[src/rtl/pbc_pkg.sv]
// Shared types for the permission bitmap checker.
// Assumes: one lookup in flight, 16-bit memory read word.
package pbc_pkg;

    localparam int WORD_W = 16;
    localparam int INFO_W = 64;

    typedef enum logic {
        KIND_MSR = 1'b0,
        KIND_IO  = 1'b1
    } lookup_kind_e;

    typedef enum logic {
        ST_IDLE = 1'b0,
        ST_WAIT = 1'b1
    } seq_state_e;

    // Everything the evaluation stage needs once the bitmap word arrives.
    typedef struct packed {
        lookup_kind_e      kind;
        logic [2:0]        bit_sel;
        logic [WORD_W-1:0] mask;
        logic [INFO_W-1:0] info1;
        logic [INFO_W-1:0] info2;
    } pend_t;

endpackage

[src/rtl/pbc_seq.sv]
// Lookup sequencer: accepts a request, finishes at once when no
// bitmap read is needed, else issues one read, waits for the word,
// evaluates the pending bit test and reports the result.
// Assumes: memory accepts every request; exactly one response follows.
module pbc_seq
    import pbc_pkg::*;
#(
    parameter int ADDR_W = 48
) (
    input  logic              clk,
    input  logic              rst_n,
    input  logic              req_valid,
    input  logic              need_mem,
    input  logic              fast_exit,
    input  logic [INFO_W-1:0] fast_info1,
    input  logic [ADDR_W-1:0] addr_next,
    input  pend_t             pend_next,
    input  logic              mem_rsp_valid,
    input  logic [WORD_W-1:0] mem_rsp_data,
    output logic              busy,
    output logic              mem_req_valid,
    output logic [ADDR_W-1:0] mem_req_addr,
    output logic              done,
    output logic              exit_flag,
    output logic [INFO_W-1:0] exit_info1,
    output logic [INFO_W-1:0] exit_info2
);
    seq_state_e state;
    pend_t      pend_q;
    logic       hit;

    // Bit test on the returned word for the pending lookup.
    always_comb begin
        if (pend_q.kind == KIND_IO) hit = |(mem_rsp_data & pend_q.mask);
        else                        hit = mem_rsp_data[pend_q.bit_sel];
    end

    // State, request pulse and result registers.
    always_ff @(posedge clk) begin
        if (!rst_n) begin
            state         <= ST_IDLE;
            pend_q        <= '0;
            mem_req_valid <= 1'b0;
            mem_req_addr  <= '0;
            done          <= 1'b0;
            exit_flag     <= 1'b0;
            exit_info1    <= '0;
            exit_info2    <= '0;
        end else begin
            mem_req_valid <= 1'b0;
            done          <= 1'b0;
            case (state)
                ST_IDLE: begin
                    if (req_valid) begin
                        if (need_mem) begin
                            state         <= ST_WAIT;
                            mem_req_valid <= 1'b1;
                            mem_req_addr  <= addr_next;
                            pend_q        <= pend_next;
                        end else begin
                            done       <= 1'b1;
                            exit_flag  <= fast_exit;
                            exit_info1 <= fast_exit ? fast_info1 : '0;
                            exit_info2 <= '0;
                        end
                    end
                end
                ST_WAIT: begin
                    if (mem_rsp_valid) begin
                        state      <= ST_IDLE;
                        done       <= 1'b1;
                        exit_flag  <= hit;
                        exit_info1 <= hit ? pend_q.info1 : '0;
                        exit_info2 <= hit ? pend_q.info2 : '0;
                    end
                end
                default: state <= ST_IDLE;
            endcase
        end
    end

    assign busy = (state == ST_WAIT);

    // the memory request is a single-cycle pulse.
    p_req_pulse_r9: assert property (@(posedge clk) disable iff (!rst_n)
        mem_req_valid |=> !mem_req_valid);

    // done is a single-cycle pulse.
    p_done_pulse_r9: assert property (@(posedge clk) disable iff (!rst_n)
        done |=> !done);

    // an accepted memory lookup issues its request and goes busy.
    p_issue_r9: assert property (@(posedge clk) disable iff (!rst_n)
        (!busy && req_valid && need_mem) |=> (mem_req_valid && busy));

    // busy drops only together with a result.
    p_busy_end_r9: assert property (@(posedge clk) disable iff (!rst_n)
        $fell(busy) |-> done);

    // a lookup without memory completes next cycle, no request.
    p_fast_path_r4: assert property (@(posedge clk) disable iff (!rst_n)
        (!busy && req_valid && !need_mem) |=> (done && !mem_req_valid));

    // while waiting without a response, no result appears.
    p_hold_off_r10: assert property (@(posedge clk) disable iff (!rst_n)
        (busy && !mem_rsp_valid) |=> (!done && busy));

    // a stray response while idle produces nothing.
    p_stray_rsp_r10: assert property (@(posedge clk) disable iff (!rst_n)
        (!busy && !req_valid && mem_rsp_valid) |=> !done);

    // no-exit results carry zero information words.
    p_noexit_zero_r7: assert property (@(posedge clk) disable iff (!rst_n)
        (done && !exit_flag) |-> (exit_info1 == '0 && exit_info2 == '0));

endmodule

[config.mk]
export PLATFORM = sky130hd
export DESIGN_NAME = pbc_seq
export DESIGN_NICKNAME = d
export VERILOG_FILES = /design/src/rtl/pbc_pkg.sv /design/src/rtl/pbc_seq.sv
export SDC_FILE = /design/constraint.sdc
export NUM_CORES = 1
export LEC_CHECK = 0
export BUFFER_PORTS_ARGS = -buffer_cell sky130_fd_sc_hd__buf_4
export CAP_MARGIN = 20
export CELL_PAD_IN_SITES_DETAIL_PLACEMENT = 1
export CELL_PAD_IN_SITES_GLOBAL_PLACEMENT = 1
export CORE_MARGIN = 3
export CORE_UTILIZATION = 38
export CTS_CLUSTER_SIZE = 16
export DETAILED_ROUTE_END_ITERATION = 7
export GPL_TIMING_DRIVEN = 0
export HOLD_SLACK_MARGIN = 0.08
export PLACE_DENSITY = 0.94
export SYNTH_ARGS = -nofsm -noshare
export SYNTH_HDL_FRONTEND = slang
export SYNTH_SLANG_ARGS = --single-unit
export TNS_END_PERCENT = 30
[constraint.sdc]
create_clock -name clk -period 3.75 [get_ports clk]
set_clock_uncertainty 0.15 [all_clocks]
set_input_delay 0.75 -clock clk [delete_from_list [all_inputs] [get_ports clk]]
set_output_delay 0.75 -clock clk [all_outputs]
set_load 0.05 [all_outputs]
==> summary.txt, run 1 <==
Placed design
  • Cell count after placement: 2443
  • Detailed placement HPWL: 41080 um
  • Gp weighted congestion: 0.8900
  • IO Port Bufs: 461
  • Dpl cell area: 16470 um^2

Hold path
  • HP Class: register to register

Finish
  • Layout area overhead: 41.65%
  • Post-layout nets: 2329
  • Layout Utilization: 55.25%
  • Fin cells: 2507
  • Layout cells sized above 1: 28.02%
  • Design area: 17660 um^2

Setup path
  • Arr. time, crit path: 3.10 ns
  • Crit end category: register
  • Crit path launch type: register
  • CP Data Required Time: 4.04 ns
  • Crit Path Class: register to register
  • CP Max Fanout: 10

Yosys
  • Seq/Total Area, Yosys: 52.67%
  • Synth Instances: 1547
  • Commonest cells post-synth: nand2_1, dfxtp_1, a21oi_1, o21ai_0, clkbuf_1
  • Yosys cell types: 30
  • Ys async rst share: 0%
  • Yosys top cell area share: 52.67%
  • Synth area leader: dfxtp_1
  • Mapped Nets: 1829
  • Area contributors post-synth: dfxtp_1, nand2_1, a21oi_1
  • Syn_area_per_cell: 8.059 um^2
  • Number of synthesized flops with an enable pin: 0
  • Synthesized area: 12470 um^2
  • Most frequent cell after synthesis: nand2_1
  • Synth Register Bits: 328
  • Most common flop cell mapped by yosys: dfxtp_1
  • Number of synthesis warnings: 0

Die
  • Core area: 31960 um^2
  • Top-Level Pins: 462
  • DIE AREA: 35020 um^2
  • Die Ht: 187.1 um
  • Die W: 187.1 um
  • Initial core utilization: 39.01%
  • Rows: 65

Clock network
  • TritonCTS clock tree: done
  • Buffer depth of the longest clock path: 3
  • Clk slew on worst S/H paths: 0.06 ns
  • Root buffer cell: clkbuf_16
  • TritonCTS buffer count: 37
  • H-tree levels: 2
  • Hold-fix buffers at CTS: 0
  • Clock Latency Late Sink: 0.51 ns
  • Post-CTS resize count: 0
  • Clk sinks: 328
  • Post-CTS setup-driven buffer insertion count: 0

Power and ir drop
  • Power Density: 497.5 nW/um^2
  • Maximum vdd drop: 0.0002760 V
  • Leakage: 7.034 nW

STA
  • Final setup vio count: 0
  • Min Tclk post-route: 2.819 ns
  • Max_slew headroom: 34.04%
  • Setup TNS Final: 0 ns
  • Final Hold Vio Count: 0
  • Worst Max-Slew Pin Slew: 0.9893 ns
  • Maximum clock rate: 0.3547 GHz
  • Final Slew Violations: 0
  • Final Cycle Share: 75.18%
  • Unrepaired setup endpoints after global routing: false
  • Hold WS: 0.3023 ns

Detailed routing
  • Iteration-0 DRC Markers: 879
  • Vias: 14000
  • WL/cell: 22.56 um
  • Post-route DRC: 0
  • DRT antenna net count: 0
  • Via-per-instance ratio: 5.584
  • WL final: 56550 um
  • Drt pass-1 iters: 5

GRT
  • Aggregate global routing overflow: 0
  • Initial antenna violation count: 2
  • Wire length of the first global-routing pass: 87160 um
  • Total track usage: 31.01%
  • Vias in the first global route: 15320
  • Largest net degree at the start of global routing: 14

Flow run
  • Max_cap viols: 0

Outcome
  • Run status: completed
[registers in the layout, summed over array words and instances (netlist names)]
register       count
exit_info2        64
mem_req_valid      1
busy               1
pend_q           148
mem_req_addr      48
exit_info1        64
exit_flag          1
done               1
[per-layer routing]
metal	track usage, %	vias up	share of wire, %
met4	16.78	0	6.4
met1	34.62	6806	38
met2	54.92	615	49
met3	6.840	210	6.5
li1	-	6368	-
met5	0	-	0
[power breakdown]
group / internal (mW) / leakage (nW) / switching, mW / total [mW]
logic: 0.501 / 3.78 / 0.944 / 1.45
clock network: 2.10 / 0.581 / 1.47 / 3.57
registers: 3.65 / 2.68 / 0.121 / 3.77
total: 6.25 / 7.03 / 2.54 / 8.78
[layout make-up]
| cell class | count | area [um^2] |
|---|---|---|
| timing repair buffer | 461 | 3461 |
| tap | 435 | 544.3 |
| clock buffer | 52 | 1095 |
| antenna | 2 | 5.005 |
| inverter | 1 | 3.754 |
| buffer | 149 | 716.9 |
| sequential | 328 | 6566 |
| fill | 3847 | 14300 |
| clock inverter | 10 | 87.58 |
| multi-input combinational | 1069 | 5180 |
[stage by stage]
stage / power [mW] / setup WS [ns]
after detailed placement: 5.250 / 0.5177
final: 8.785 / 0.9309
after CTS: 8.815 / 0.9025
after global routing: 9.089 / 0.7862
after floorplan: 4.596 / 1.525
after global placement: 5.195 / 0.5933
[cell families (layout without fill, tap and decap cells)]
logic type      count (synthesis)  in the layout  share of synthesized area (%)
compound gates                528            528                          24.06
buf+inv                       150            673                          5.781
flops                         328            328                          52.67
mux                             3              3                         0.4416
other cells                     0              2                              0
simple gates                  538            538                          17.05
[critical path: stages (launching register included)]
cell and delay, ns:
dfxtp_1 0.39, nor2_1 0.58, clkbuf_1 0.80, clkbuf_1 0.51, nand2_1 0.14, a21oi_1 0.16
[layout by cell type, fill, tap and decap left out, types with 2 or more instances in the layout]
master	netlist	final
dfxtp_1	328	328
buf_1	7	7
nand2_1	462	462
a21oi_1	261	261
o21ai_1	21	21
clkbuf_1	85	91
or2_2	2	2
buf_6	11	11
clkbuf_2	3	3
clkbuf_16	0	39
nand2b_1	2	2
a22oi_1	6	6
o21ai_0	107	107
o22ai_1	65	65
o2111ai_1	64	64
mux4_2	2	2
buf_2	36	36
clkinvlp_4	0	2
clkinv_2	0	5
nand3_1	65	65
clkbuf_8	0	7
nor2_1	2	2
diode_2	0	2
buf_4	7	468
[final timing paths]
path                                             startpoint                     endpoint  slack (ns)  cells after the start
worst max-delay path                        busy$_SDFF_PN0_      pend_q[75]$_SDFFE_PN0P_        0.93                      5
worst min-delay path            exit_info2[45]$_SDFFE_PN0P_  exit_info2[45]$_SDFFE_PN0P_        0.30                      2
worst max register to register              busy$_SDFF_PN0_      pend_q[75]$_SDFFE_PN0P_        0.93                      5
worst min register to register  exit_info2[45]$_SDFFE_PN0P_  exit_info2[45]$_SDFFE_PN0P_        0.30                      2
Power figures use the tool's default switching activity.
==> run 2: changes to the inputs <==
--- a/config.mk
+++ b/config.mk
@@ -10,12 +10,12 @@
 export CELL_PAD_IN_SITES_DETAIL_PLACEMENT = 1
 export CELL_PAD_IN_SITES_GLOBAL_PLACEMENT = 1
 export CORE_MARGIN = 3
-export CORE_UTILIZATION = 38
+export CORE_UTILIZATION = 35
 export CTS_CLUSTER_SIZE = 16
 export DETAILED_ROUTE_END_ITERATION = 7
 export GPL_TIMING_DRIVEN = 0
 export HOLD_SLACK_MARGIN = 0.08
-export PLACE_DENSITY = 0.94
+export PLACE_DENSITY = 0.89
 export SYNTH_ARGS = -nofsm -noshare
 export SYNTH_HDL_FRONTEND = slang
 export SYNTH_SLANG_ARGS = --single-unit
==> constraint.sdc (replaced) <==
create_clock -name clk -period 2.6 [get_ports clk]
set_clock_uncertainty 0.15 [all_clocks]
set_input_delay 0.52 -clock clk [delete_from_list [all_inputs] [get_ports clk]]
set_output_delay 0.52 -clock clk [all_outputs]
set_load 0.05 [all_outputs]
==> run 2 against run 1 <==
- utilization down 4.4 points
- critical endpoint is now pend_q[138]$_SDFFE_PN0P_
- flip-flop and latch count unchanged
- non-clock buffer count up 3
- combinational power up 43%
- via count down 2.5%
- global-route usage down 3.7 points
- critical path type unchanged
==> summary.txt, run 2 (synthesis gave the netlist of run 1 again) <==
STA
  • Maximum clock rate: 0.3981 GHz
  • Final Slew Violations: 0
  • Max_slew headroom: 41.84%
  • Final Cycle Share: 96.61%
  • Min Tclk post-route: 2.512 ns
  • Setup TNS Final: 0 ns
  • Worst Max-Slew Pin Slew: 0.8723 ns
  • Final Hold Vio Count: 0
  • Unrepaired setup endpoints after global routing: false
  • Hold WS: 0.09846 ns
  • Final setup vio count: 0
  • Setup slack after layout: 0.08805 ns

Setup path
  • R2R Setup Slk: 0.09 ns
  • Arr. time, crit path: 2.79 ns
  • Critical path's largest stage delay: 0.53 ns
  • CP Max Fanout: 10
  • Worst reg2reg path depth: 6
  • Slowest cell on crit path: dfxtp_1
  • Crit Path Class: register to register
  • R2r endpoint: pend_q[138]$_SDFFE_PN0P_
  • Worst R2R Start: busy$_SDFF_PN0_
  • Crit-path cells: or2_2 > clkbuf_1 > clkbuf_2 > buf_2 > nand2_1 > a21oi_1
  • Crit end category: register
  • Crit path launch type: register
  • CP Data Required Time: 2.88 ns

Detailed routing
  • DRT antenna net count: 0
  • Drt pass-1 iters: 5
  • Post-route DRC: 0
  • WL/cell: 21.44 um
  • Via-per-instance ratio: 5.389
  • Vias: 13650
  • Iteration-0 DRC Markers: 628
  • WL final: 54320 um

Finish
  • Largest register FFs: 148
  • Largest regs: pend_q: 148 flops, exit_info1: 64 flops, exit_info2: 64 flops
  • Multi-input gate area: 5191 um^2
  • Most frequent cells in the layout: buf_4, nand2_1, dfxtp_1, a21oi_1, o21ai_0
  • Layout area overhead: 41.98%
  • Post-layout nets: 2332
  • Most flops, register: pend_q
  • Layout cells sized above 1: 28.40%
  • Storage cell area: 6566 um^2
  • Layout Utilization: 50.87%
  • Commonest non-fill, non-tap cell in the layout: buf_4
  • Fill count: 4275

Die
  • Die Ht: 194.7 um
  • Rows: 68
  • Die W: 194.7 um
  • Core area: 34800 um^2
  • Initial core utilization: 35.83%
  • Top-Level Pins: 462
  • DIE AREA: 37920 um^2

Clock network
  • H-tree levels: 2
  • Post-CTS setup-driven buffer insertion count: 0
  • Clock Latency Late Sink: 0.51 ns
  • Root buffer cell: clkbuf_16
  • Clk slew on worst S/H paths: 0.07 ns
  • Buffer depth of the longest clock path: 3
  • TritonCTS clock tree: done
  • TritonCTS buffer count: 37
  • Clk sinks: 328

GRT
  • Total track usage: 27.27%
  • Initial antenna violation count: 6
  • Largest net degree at the start of global routing: 14
  • Vias in the first global route: 14650
  • Aggregate global routing overflow: 0
  • Wire length of the first global-routing pass: 82290 um

Hold path
  • HP Class: primary input to register
  • Hold path depth: 3
  • Hold worst-path end: pend_q[99]$_SDFFE_PN0P_
  • Hold Crit Start: pend_next[99]

Power and ir drop
  • Leakage: 7.041 nW
  • Power Density: 706.5 nW/um^2
  • Pwr Total: 12.51 mW
  • Maximum vdd drop: 0.0005613 V

Placed design
  • IO Port Bufs: 461
  • Worst slack, placed: -0.3696 ns
  • Gp weighted congestion: 0.9105
  • Detailed placement HPWL: 41370 um

Outcome
  • Run status: completed

Flow run
  • Max_cap viols: 0
## run 2: worst max-delay path, delay by kind of cell, from the launching register on
kind / cells / cell delay, ns
compound gates: 1 / 0.19
flops: 1 / 0.53
buf+inv: 3 / 1.27
simple gates: 2 / 0.28
## run 2: power breakdown
part | internal, mW | total [mW] | switching (mW)
clock network | 2.85 | 5.01 | 2.16
registers | 5.26 | 5.42 | 0.164
logic | 0.727 | 2.07 | 1.34
## run 2: what timing repair did
| action | in CTS | in global routing |
|---|---|---|
| cloned | 0 | 0 |
| hold buffers | 2 | 0 |
| endpoints found under the setup margin | 112 | 33 |
| hold endpoints to repair | 2 | 0 |
| resized for setup | 3 | 8 |
## run 2: how the worst max path moves through the flow
stage	startpoint	to	slack, ns	depth (start not counted)
6_report	busy$_SDFF_PN0_	pend_q[138]$_SDFFE_PN0P_	0.09	6
5_1_grt	busy$_SDFF_PN0_	pend_q[92]$_SDFFE_PN0P_	0.02	6
4_1_cts	pend_q[139]$_SDFFE_PN0P_	exit_info1[43]$_SDFFE_PN0P_	0.03	6
3_5_place_dp	rst_n	pend_q[57]$_SDFFE_PN0P_	-0.37	6
3_3_place_gp	req_valid	pend_q[122]$_SDFFE_PN0P_	-0.45	7
2_1_floorplan	busy$_SDFF_PN0_	mem_req_addr[39]$_SDFFE_PN0P_	0.60	6
## run 2: area by class of cell
type	count	area share (%)
Clock inverter	12	0.4595
Sequential cell	328	37.10
Multi-Input combinational cell	1069	29.33
Timing Repair Buffer	464	19.75
Antenna cell	4	0.05655
Clock buffer	51	5.980
Tap cell	455	3.216
Buffer	149	4.093
Inverter	1	0.02121
## run 2: routing by layer
layer	wire length (um)	GRT usage (%)	up-vias
li1	-	-	6391
met1	21080	31.14	6580
met2	26180	47.07	517
met3	4228	7.610	158
met4	2796	13.15	4
met5	27	0	-
## run 2: per-stage QoR
stage / instances / area (um^2)
detailed placement: 2464 / 16510
finish: 2533 / 17700
global placement: 2463 / 16500
global route: 2533 / 17700
CTS: 2529 / 17680
floorplan: 1547 / 12470
==> run 3: changes to the inputs <==
==> constraint.sdc (replaced) <==
create_clock -name clk -period 2.4 [get_ports clk]
set_clock_uncertainty 0.15 [all_clocks]
set_input_delay 0.48 -clock clk [delete_from_list [all_inputs] [get_ports clk]]
set_output_delay 0.48 -clock clk [all_outputs]
set_load 0.05 [all_outputs]
==> run 3 against run 2 <==
- global-route usage increased by 4.8 points
- die area unchanged
- sequential power increased by 8.9%
- combinational power increased by 23%
==> summary.txt, run 3 (synthesis gave the netlist of run 1 again) <==
Outcome
  • Run status: completed

Clock network
  • Buffer depth of the longest clock path: 3
  • H-tree levels: 2
  • TritonCTS clock tree: done
  • Root buffer cell: clkbuf_16
  • TritonCTS buffer count: 37
  • Clk slew on worst S/H paths: 0.07 ns
  • Clock Latency Late Sink: 0.51 ns
  • Clk sinks: 328

Hold path
  • Hold worst-path end: pend_q[112]$_SDFFE_PN0P_
  • Hold Crit Start: pend_next[112]
  • Hold path depth: 3
  • HP Class: primary input to register

GRT
  • Initial antenna violation count: 8
  • Wire length of the first global-routing pass: 96680 um
  • Vias in the first global route: 16520
  • Largest net degree at the start of global routing: 14
  • Total track usage: 32.07%
  • Aggregate global routing overflow: 0

Finish
  • Post-layout nets: 2484
  • Layout Utilization: 55.36%
  • Most frequent cells in the layout: buf_4, nand2_1, dfxtp_1, a21oi_1, dlygate4sd3_1
  • Fin cells: 2688
  • Fill count: 4142
  • Largest register FFs: 148
  • Largest regs: pend_q: 148 flops, exit_info1: 64 flops, exit_info2: 64 flops
  • Commonest non-fill, non-tap cell in the layout: buf_4
  • Layout cells sized above 1: 27.13%
  • Layout area overhead: 54.54%
  • Most flops, register: pend_q

STA
  • Final Slew Violations: 0
  • Maximum clock rate: 0.4172 GHz
  • Final Hold Vio Count: 0
  • Max_slew headroom: 47.35%
  • Min Tclk post-route: 2.397 ns
  • Final setup vio count: 0
  • Unrepaired setup endpoints after global routing: true
  • Final Cycle Share: 99.86%
  • Hold WS: 0.09501 ns
  • Setup TNS Final: 0 ns
  • Worst Max-Slew Pin Slew: 0.7897 ns

Setup path
  • Worst reg2reg path depth: 6
  • CP Data Required Time: 2.60 ns
  • Worst R2R Start: pend_q[129]$_SDFFE_PN0P_
  • Crit Path Class: register to register
  • R2R Setup Slk: 0.003 ns
  • Crit path launch type: register
  • Arr. time, crit path: 2.59 ns
  • Crit end category: register
  • CP Max Fanout: 10
  • R2r endpoint: exit_info2[24]$_SDFFE_PN0P_

Detailed routing
  • Iteration-0 DRC Markers: 844
  • DRT antenna net count: 0
  • Post-route DRC: 0
  • WL final: 64270 um
  • WL/cell: 23.91 um
  • Drt pass-1 iters: 7
  • Via-per-instance ratio: 5.583
  • Vias: 15010

Power and ir drop
  • Leakage: 7.723 nW
  • Pwr Total: 13.91 mW
  • Power Density: 721.9 nW/um^2
  • Maximum vdd drop: 0.0004754 V

Die
  • Initial core utilization: 35.83%
  • Rows: 68
  • Die W: 194.7 um
  • Die Ht: 194.7 um
  • Top-Level Pins: 462
  • DIE AREA: 37920 um^2
  • Core area: 34800 um^2

Flow run
  • Max_cap viols: 0

Placed design
  • Cell count after placement: 2464
  • Detailed placement HPWL: 41370 um
  • IO Port Bufs: 461
  • Gp weighted congestion: 0.9105
run 3: cell count changes in the layout (fill, tap and decap cells not counted), moves of 2 or more:
cell,delta
dlygate4sd3_1,+152
clkbuf_2,+12
diode_2,+3
clkbuf_4,+2
clkbuf_1,-13
run 3: layout make-up:
| cell class | instances | area, um^2 | share of cell area [%] |
|---|---|---|---|
| Multi-Input combinational cell | 1069 | 5199 | 26.98 |
| Clock buffer | 51 | 1059 | 5.494 |
| Clock inverter | 12 | 81.33 | 0.4221 |
| Sequential cell | 328 | 6566 | 34.08 |
| Timing Repair Buffer | 617 | 5025 | 26.08 |
| Buffer | 148 | 745.7 | 3.871 |
| Inverter | 1 | 3.754 | 0.01948 |
| Tap cell | 455 | 569.3 | 2.955 |
| Antenna cell | 7 | 17.52 | 0.09092 |
run 3: metrics by stage:
stage / cell area (um^2) / setup slack, ns
global placement: 16500 / -0.6126
detailed placement: 16510 / -0.5296
CTS: 19220 / 0.004368
finish: 19270 / 0.003308
floorplan: 12470 / 0.3956
global route: 19270 / -0.08637
run 3: timing repair:
action / CTS / global route
endpoints found under the hold margin: 154 / 0
hold buffers: 154 / 0
pin swaps: 0 / 2
gates resized for setup: 11 / 26
setup endpoints to repair: 170 / 196
setup buffers: 0 / 1
run 3: per-layer routing:
metal	GRT usage (%)	vias up	wire (um)
li1	-	6698	-
met1	35.92	7289	23720
met2	55.99	760	31440
met3	7.592	258	4995
met4	18.04	2	4096
met5	0	-	13
run 3: worst max-delay path: stages, from the launching register on:
cell and delay [ns]:
dfxtp_1 0.33, a222oi_1 0.40, nand3_1 0.21, o31ai_4 0.35, buf_4 0.18, clkbuf_1 0.34
o21ai_0 0.26
run 3: worst max-delay path by stage:
| stage | end | slack [ns] | startpoint |
|---|---|---|---|
| floorplan | mem_req_addr[39]$_SDFFE_PN0P_ | 0.40 | busy$_SDFF_PN0_ |
| global placement | pend_q[122]$_SDFFE_PN0P_ | -0.61 | req_valid |
| detailed placement | pend_q[57]$_SDFFE_PN0P_ | -0.53 | rst_n |
| CTS | pend_q[68]$_SDFFE_PN0P_ | 0.004 | busy$_SDFF_PN0_ |
| global route | exit_info2[24]$_SDFFE_PN0P_ | -0.09 | pend_q[129]$_SDFFE_PN0P_ |
| finish | exit_info2[24]$_SDFFE_PN0P_ | 0.003 | pend_q[129]$_SDFFE_PN0P_ |
run 3: power by group:
group	leakage [nW]	internal, mW	total [mW]	switching (mW)
sequential	2.68	5.70	5.90	0.197
clock	0.554	3.09	5.47	2.38
combinational	4.49	0.958	2.54	1.58
total	7.72	9.75	13.9	4.16
